--- config.mk ---
export PLATFORM = sky130hd
export DESIGN_NAME = a429_spi_cmd
export DESIGN_NICKNAME = d
export VERILOG_FILES = /design/src/rtl/a429_spi_pkg.sv /design/src/rtl/spi_edge_frame.sv /design/src/rtl/spi_data_path.sv /design/src/rtl/chan_regfile.sv /design/src/rtl/a429_spi_cmd.sv
export SDC_FILE = /design/constraint.sdc
export NUM_CORES = 2
export LEC_CHECK = 0
export BUFFER_PORTS_ARGS = -buffer_cell sky130_fd_sc_hd__buf_2
export CAP_MARGIN = 20
export CORE_AREA = 2 2 581 583
export CTS_CLUSTER_SIZE = 40
export DETAILED_ROUTE_END_ITERATION = 16
export DIE_AREA = 0 0 583 585
export PLACE_DENSITY = 0.37
export SLEW_MARGIN = 10
export SYNTH_ARGS = -nofsm -noshare
export SYNTH_HDL_FRONTEND = slang
export SYNTH_HIERARCHICAL = 1
export SYNTH_SLANG_ARGS = --single-unit
--- constraint.sdc ---
create_clock -name clk -period 4.6 [get_ports clk]
set_clock_uncertainty 0.15 [all_clocks]
set_input_delay 1.15 -clock clk [delete_from_list [all_inputs] [get_ports clk]]
set_output_delay 1.15 -clock clk [all_outputs]
set_load 0.05 [all_outputs]
--- src/rtl/a429_spi_pkg.sv ---
// Shared command codes and field lengths for the ARINC hub serial interface.
// Assumes a 4-bit operation code in the low nibble of the command byte.
package a429_spi_pkg;

    typedef enum logic [3:0] {
        OP_NOP     = 4'd0,
        OP_LBL_WR  = 4'd1,
        OP_LBL_RD  = 4'd2,
        OP_FIFO_RD = 4'd3,
        OP_CTL_WR  = 4'd4,
        OP_CTL_RD  = 4'd5,
        OP_STAT_RD = 4'd6,
        OP_MRST    = 4'd7,
        OP_TX_HI   = 4'd8,
        OP_TX_LO   = 4'd9
    } op_e;

    // True for operations that address a single channel.
    function automatic logic is_chan_op(input logic [3:0] op);
        return (op >= 4'd1) && (op <= 4'd5);
    endfunction

    // True for operations that drive a data field out.
    function automatic logic is_read_op(input logic [3:0] op);
        return (op == OP_LBL_RD) || (op == OP_FIFO_RD) ||
               (op == OP_CTL_RD) || (op == OP_STAT_RD);
    endfunction

endpackage

--- src/rtl/spi_edge_frame.sv ---
// Serial clock edge detector and frame bit counter.
// Assumes chip select and serial clock are synchronous to clk and that the
// serial clock idles low. Counts rising edges since chip select fell and
// saturates at the counter maximum.
module spi_edge_frame #(
    parameter int CW = 8
) (
    input  logic          clk,
    input  logic          rst_n,
    input  logic          cs_n,
    input  logic          sck,
    output logic          rise,
    output logic          fall,
    output logic [CW-1:0] cnt
);
    logic sck_q;

    // Remember the last sampled serial clock level.
    always_ff @(posedge clk) begin
        if (!rst_n) sck_q <= 1'b0;
        else        sck_q <= sck;
    end

    assign rise = !cs_n && sck && !sck_q;
    assign fall = !cs_n && !sck && sck_q;

    // Count rising edges within the current frame.
    always_ff @(posedge clk) begin
        if (!rst_n || cs_n)           cnt <= '0;
        else if (rise && cnt != '1)   cnt <= cnt + 1'b1;
    end

    p_cnt_idle_r9: assert property (@(posedge clk) disable iff (!rst_n)
        cs_n |=> (cnt == '0));

endmodule

--- src/rtl/spi_data_path.sv ---
// Serial shift registers: input shifts MSB first on each rising edge, output
// is loaded in parallel and presents one bit per falling edge, MSB first.
// Assumes load and fall never coincide (load comes from a rising edge).
module spi_data_path #(
    parameter int W = 128
) (
    input  logic         clk,
    input  logic         rst_n,
    input  logic         cs_n,
    input  logic         rise,
    input  logic         fall,
    input  logic         mosi,
    input  logic         load,
    input  logic [W-1:0] load_val,
    output logic [W-1:0] rx_q,
    output logic         out_bit
);
    logic [W-1:0] tx_q;

    // Collect incoming bits.
    always_ff @(posedge clk) begin
        if (!rst_n)    rx_q <= '0;
        else if (rise) rx_q <= {rx_q[W-2:0], mosi};
    end

    // Present outgoing bits on falling edges.
    always_ff @(posedge clk) begin
        if (!rst_n || cs_n) begin
            tx_q    <= '0;
            out_bit <= 1'b0;
        end else if (load) begin
            tx_q    <= load_val;
        end else if (fall) begin
            out_bit <= tx_q[W-1];
            tx_q    <= {tx_q[W-2:0], 1'b0};
        end
    end

endmodule

--- src/rtl/chan_regfile.sv ---
// Per-channel control registers and label tables.
// Assumes at most one channel write strobe per cycle; unused control bits
// are stored as zero.
module chan_regfile #(
    parameter int NCH       = 8,
    parameter int CTRL_W    = 16,
    parameter int CTRL_USED = 10,
    parameter int LBL_W     = 128
) (
    input  logic                  clk,
    input  logic                  rst_n,
    input  logic [NCH-1:0]        wr_ctrl,
    input  logic [NCH-1:0]        wr_lbl,
    input  logic [LBL_W-1:0]      wdata,
    output logic [NCH*CTRL_W-1:0] ctrl_flat,
    output logic [NCH*LBL_W-1:0]  lbl_flat
);
    localparam logic [CTRL_W-1:0] CTRL_MASK = CTRL_W'((1 << CTRL_USED) - 1);

    for (genvar g = 0; g < NCH; g++) begin : g_ch
        // Hold one channel's control word.
        always_ff @(posedge clk) begin
            if (!rst_n)          ctrl_flat[g*CTRL_W +: CTRL_W] <= '0;
            else if (wr_ctrl[g]) ctrl_flat[g*CTRL_W +: CTRL_W] <= wdata[CTRL_W-1:0] & CTRL_MASK;
        end
        // Hold one channel's label table.
        always_ff @(posedge clk) begin
            if (!rst_n)         lbl_flat[g*LBL_W +: LBL_W] <= '0;
            else if (wr_lbl[g]) lbl_flat[g*LBL_W +: LBL_W] <= wdata;
        end
    end

    p_ctrl_hold_r6: assert property (@(posedge clk) disable iff (!rst_n)
        (wr_ctrl == '0) |=> $stable(ctrl_flat));
    p_lbl_hold_r8: assert property (@(posedge clk) disable iff (!rst_n)
        (wr_lbl == '0) |=> $stable(lbl_flat));
    p_one_wr_r1: assert property (@(posedge clk) disable iff (!rst_n)
        $onehot0(wr_ctrl | wr_lbl));

endmodule

--- src/rtl/a429_spi_cmd.sv ---
// Serial command decoder for a multi-channel ARINC receiver hub.
// Decodes an 8-bit command (channel nibble, operation nibble), then shifts a
// field of 0, 16, 32 or 128 bits in or out. Assumes synchronous, mode-0
// serial inputs sampled by clk and NCH at most 15.
module a429_spi_cmd
    import a429_spi_pkg::*;
#(
    parameter int NCH       = 8,
    parameter int LBL_BYTES = 16,
    parameter int CTRL_W    = 16,
    parameter int CTRL_USED = 10,
    parameter int WORD_W    = 32
) (
    input  logic                      clk,
    input  logic                      rst_n,
    input  logic                      spi_cs_n,
    input  logic                      spi_sck,
    input  logic                      spi_mosi,
    output logic                      spi_miso,
    output logic                      spi_miso_en,
    input  logic [NCH*WORD_W-1:0]     fifo_head,
    input  logic [NCH-1:0]            fifo_empty,
    input  logic [NCH-1:0]            fifo_full,
    output logic [NCH-1:0]            fifo_pop,
    output logic [NCH-1:0]            fifo_clear,
    output logic [NCH*CTRL_W-1:0]     ctrl_regs,
    output logic [NCH*LBL_BYTES*8-1:0] label_regs,
    output logic                      master_reset,
    output logic                      tx_load,
    output logic                      tx_fast,
    output logic [WORD_W-1:0]         tx_word
);
    localparam int LBL_W  = LBL_BYTES * 8;
    localparam int SH_W   = LBL_W;
    localparam int CMD_W  = 8;
    localparam int CW     = $clog2(CMD_W + SH_W + 1);
    localparam int CHW    = (NCH > 1) ? $clog2(NCH) : 1;
    localparam int STAT_W = 2 * NCH;
    localparam logic [CW-1:0] AT_CMD  = CW'(CMD_W - 1);
    localparam logic [CW-1:0] AT_CTRL = CW'(CMD_W - 1 + CTRL_W);
    localparam logic [CW-1:0] AT_WORD = CW'(CMD_W - 1 + WORD_W);
    localparam logic [CW-1:0] AT_LBL  = CW'(CMD_W - 1 + LBL_W);

    logic          rise, fall, out_bit, dec;
    logic [CW-1:0] cnt;
    logic [SH_W-1:0] rx_q, rd_val, wfull;
    logic [7:0]    cmd_now;
    op_e           op_now, op_q;
    logic [3:0]    ch_now, ch_m1;
    logic [CHW-1:0] idx_now, idx_q;
    logic          ok_now, ok_q, pop_arm_q, en_q;
    logic [NCH-1:0] sel_q, wr_ctrl, wr_lbl;

    spi_edge_frame #(.CW(CW)) u_edge (
        .clk(clk), .rst_n(rst_n), .cs_n(spi_cs_n), .sck(spi_sck),
        .rise(rise), .fall(fall), .cnt(cnt)
    );

    spi_data_path #(.W(SH_W)) u_path (
        .clk(clk), .rst_n(rst_n), .cs_n(spi_cs_n), .rise(rise), .fall(fall),
        .mosi(spi_mosi), .load(dec), .load_val(rd_val), .rx_q(rx_q),
        .out_bit(out_bit)
    );

    chan_regfile #(.NCH(NCH), .CTRL_W(CTRL_W), .CTRL_USED(CTRL_USED), .LBL_W(LBL_W)) u_regs (
        .clk(clk), .rst_n(rst_n), .wr_ctrl(wr_ctrl), .wr_lbl(wr_lbl),
        .wdata(wfull), .ctrl_flat(ctrl_regs), .lbl_flat(label_regs)
    );

    // Decode the command byte as its last bit arrives.
    always_comb begin
        cmd_now = {rx_q[6:0], spi_mosi};
        wfull   = {rx_q[SH_W-2:0], spi_mosi};
        op_now  = op_e'(cmd_now[3:0]);
        ch_now  = cmd_now[7:4];
        ch_m1   = ch_now - 4'd1;
        idx_now = ch_m1[CHW-1:0];
        ok_now  = (ch_now != 4'd0) && (int'(ch_now) <= NCH);
        dec     = rise && (cnt == AT_CMD);
    end

    // Select the value that the read field will carry, MSB aligned.
    always_comb begin
        rd_val = '0;
        case (op_now)
            OP_LBL_RD:  if (ok_now) rd_val = label_regs[idx_now*LBL_W +: LBL_W];
            OP_FIFO_RD: if (ok_now && !fifo_empty[idx_now])
                            rd_val[SH_W-1 -: WORD_W] = fifo_head[idx_now*WORD_W +: WORD_W];
            OP_CTL_RD:  if (ok_now) rd_val[SH_W-1 -: CTRL_W] = ctrl_regs[idx_now*CTRL_W +: CTRL_W];
            OP_STAT_RD: rd_val[SH_W-1 -: STAT_W] = {fifo_full, fifo_empty};
            default:    rd_val = '0;
        endcase
    end

    // Remember the decoded command for the rest of the frame.
    always_ff @(posedge clk) begin
        if (!rst_n) begin
            op_q  <= OP_NOP;
            idx_q <= '0;
            ok_q  <= 1'b0;
        end else if (dec) begin
            op_q  <= op_now;
            idx_q <= idx_now;
            ok_q  <= ok_now || !is_chan_op(op_now);
        end
    end

    assign sel_q = NCH'(1) << idx_q;

    // Raise channel write strobes when a complete field has arrived.
    always_comb begin
        wr_ctrl = '0;
        wr_lbl  = '0;
        if (rise && ok_q && op_q == OP_CTL_WR && cnt == AT_CTRL) wr_ctrl = sel_q;
        if (rise && ok_q && op_q == OP_LBL_WR && cnt == AT_LBL)  wr_lbl  = sel_q;
    end

    // Arm a pop for a non-empty FIFO read and drive the output enable.
    always_ff @(posedge clk) begin
        if (!rst_n || spi_cs_n) begin
            pop_arm_q <= 1'b0;
            en_q      <= 1'b0;
        end else if (dec) begin
            pop_arm_q <= (op_now == OP_FIFO_RD) && ok_now && !fifo_empty[idx_now];
            en_q      <= is_read_op(op_now);
        end else if (rise && cnt == AT_WORD) begin
            pop_arm_q <= 1'b0;
        end
    end

    // Produce the registered strobes and the transmit word.
    always_ff @(posedge clk) begin
        if (!rst_n) begin
            fifo_pop     <= '0;
            fifo_clear   <= '0;
            master_reset <= 1'b0;
            tx_load      <= 1'b0;
            tx_fast      <= 1'b0;
            tx_word      <= '0;
        end else begin
            fifo_clear   <= wr_ctrl;
            fifo_pop     <= '0;
            tx_load      <= 1'b0;
            master_reset <= dec && (op_now == OP_MRST);
            if (rise && cnt == AT_WORD && pop_arm_q && op_q == OP_FIFO_RD)
                fifo_pop <= sel_q;
            if (rise && cnt == AT_WORD && (op_q == OP_TX_HI || op_q == OP_TX_LO)) begin
                tx_load <= 1'b1;
                tx_word <= wfull[WORD_W-1:0];
                tx_fast <= (op_q == OP_TX_HI);
            end
        end
    end

    assign spi_miso    = out_bit;
    assign spi_miso_en = en_q;

    p_miso_quiet_r10: assert property (@(posedge clk) disable iff (!rst_n)
        spi_cs_n |=> !spi_miso_en);
    p_pop_onehot_r4: assert property (@(posedge clk) disable iff (!rst_n)
        $onehot0(fifo_pop));
    p_pop_once_r4: assert property (@(posedge clk) disable iff (!rst_n)
        (fifo_pop != '0) |=> (fifo_pop == '0));
    p_clear_onehot_r2: assert property (@(posedge clk) disable iff (!rst_n)
        $onehot0(fifo_clear));
    p_tx_pulse_r7: assert property (@(posedge clk) disable iff (!rst_n)
        tx_load |=> !tx_load);
    p_mrst_pulse_r6: assert property (@(posedge clk) disable iff (!rst_n)
        master_reset |=> !master_reset);

endmodule

==> metrics <==
Iter 0 DRT Violations 3322; status completed; cell row count 213; Avg Vias per Cell 4.37; Synth Cell Area 68400 sq um; RR Startpoint u_path/rx_q[3]$_SDFFE_PN0P_; Final Hold Fails 0; Finished Layout Cells 11700; worst min path class flip-flop to flip-flop; placed inst area 79000 sq um; Rel. slew slack 0.321; Syn Inst Count 5952; Final HPWL DP 267 mm; hold slack final 0.317 ns; Worst EP required 5.14 ns; TritonCTS clock tree yes; Pleak 30.5 nW; largest net degree at the start of global routing 183; IO Port Bufs 1433; # clock sinks 1430; Avg Inst Size Synth 11.5 sq um; final instance area 85200 sq um; drt pass-1 iters 5; Die H 585 microns; DIE WIDTH 583 microns; buffer depth of the longest clock path 4; Fmax 0.281 GHz; Setup crit end u_path/tx_q[102]$_SDFFE_PP0P_; final WL 357 mm; Clock Pin Slew Worst Setup and Hold Paths 0.06 ns; pre-CTS WS 0.759 ns; Setup violations, final 0; Worst EP arrival 4.10 ns; Tot Pwr 28.2 mW; initial antenna violation count 76; cts hold-fix bufs 0; H-Tree Depth 4; core area 335000 sq um; grt total ovfl 0; routability cong. 0.963; Routed Antenna Nets 0; GRT Total Usage 0.201; I/O pins 1482; Tmin final 3.56 ns; Pins Over Slew Limit 0; Slew @ Worst Pin 1.02 ns; reg2reg setup slack 1.04 ns; Synth Warn # 6; Worst setup startpoint u_path/rx_q[3]$_SDFFE_PN0P_; crit path max fanout 27; CTS root buf clkbuf_16; Starting Density 0.204; die area 341000 sq um; Remaining DRCs 0; Finished Core Util 0.254; period utilisation layout 0.775; Post-CTS Setup Bufs 0; crit start category flip-flop; total of max-cap violations 0; clock latency on the worst-skew pair 0.88 ns; share of layout cells above drive strength 1 0.338; first-pass GRT wire length 477 mm; CP max-delay cell ha_4; final net count 7415; RSZ-0062 raised after global routing no; Worst R2R Path Depth 9; synthesis-to-layout area growth 24.5%; cells resized by post-CTS repair 0; Reg-to-Reg End u_path/tx_q[102]$_SDFFE_PP0P_; delay of the slowest critical-path stage 0.59 ns; final setup TNS 0 ns; Pwr Density 331 nW/um^2; critical path class flip-flop to flip-flop; worst setup margin 1.04 ns; Peak VDD IR 269 uV; drt wl/cell 30.5 microns; via count 51200; vias in the first global route 51200; CTS Buf Count 187; nature of the critical path endpoint flip-flop; CP Cell Sequence inv_2, ha_4, buf_4, buf_4, mux4_2, mux2i_1, o22ai_1, mux2i_1, nor2_1; cell count of the worst hold path 2; Placed Cells incl. Taps 11400
==> worst min-delay path by stage <==
stage,start,endpoint,slack [ns]
finish,tx_fast$_SDFFE_PN0P_,tx_fast$_SDFFE_PN0P_,0.32
global route,tx_fast$_SDFFE_PN0P_,tx_fast$_SDFFE_PN0P_,0.35
CTS,tx_fast$_SDFFE_PN0P_,tx_fast$_SDFFE_PN0P_,0.31
detailed placement,tx_fast$_SDFFE_PN0P_,tx_fast$_SDFFE_PN0P_,0.31
global placement,tx_fast$_SDFFE_PN0P_,tx_fast$_SDFFE_PN0P_,0.30
floorplan,u_edge/cnt[1]$_SDFFE_PP0P_,u_edge/cnt[1]$_SDFFE_PP0P_,0.31
==> sequential cells by signal, summed over array words and instances (netlist names), 3 cells and up <==
register and cells:
u_edge/cnt 8, fifo_clear 8, op_q 4, u_path/rx_q 127
u_regs/lbl_flat 1024, u_path/tx_q 128, tx_word 32, fifo_pop 8
u_regs/ctrl_flat 80, idx_q 3
==> worst max-delay path: cells and delay by family (launching register included) <==
family | cells | cell delay [ns]
buffers and inverters | 3 | 0.94
multiplexers | 3 | 0.90
AND/OR/NAND/NOR | 1 | 0.05
AO/OA/AOI/OAI | 1 | 0.17
flip-flops | 1 | 0.55
adder cells (fa/ha/maj) | 1 | 0.59
==> layer usage <==
layer  GRT usage  vias up  share of wire
li1            -    23000              -
met1       0.256    26100           0.43
met2       0.327     1686           0.46
met3      0.0667      378          0.085
met4      0.0468       12          0.025
met5           0        -        0.00025
==> power breakdown <==
part           switching [mW]  internal, mW
clock                    6.28          8.71
sequential            0.00150          12.4
combinational           0.511         0.346
==> layout by cell type (no fill, tap or decap), types with 5 or more instances in the layout <==
cell	count
a21oi_1	100
a32oi_1	16
and2_1	5
buf_12	65
buf_2	1432
buf_4	88
bufinv_16	6
clkbuf_1	38
clkbuf_16	188
clkbuf_8	50
clkinv_16	5
clkinv_2	27
clkinv_4	7
conb_1	48
dfxtp_1	1427
diode_2	14
mux2_2	207
mux2i_1	1446
mux4_2	338
nand2_1	205
nand3b_1	6
nand4b_1	18
nor2_1	203
nor2_4	8
nor2b_1	1233
o211ai_1	16
o22ai_1	17
==> area by class of cell <==
| cell class | count | area, sq um |
|---|---|---|
| fillers | 35700 | 250000 |
| multi-input cells | 3926 | 35600 |
| flip-flops and latches | 1430 | 28600 |
| repair buffers | 1587 | 9170 |
| clock buffers | 276 | 5540 |
| well taps | 4407 | 5510 |
| clock inverters | 57 | 676 |
| diodes | 14 | 35.0 |
| inverters | 4 | 15.0 |
Power figures use the tool's default switching activity.
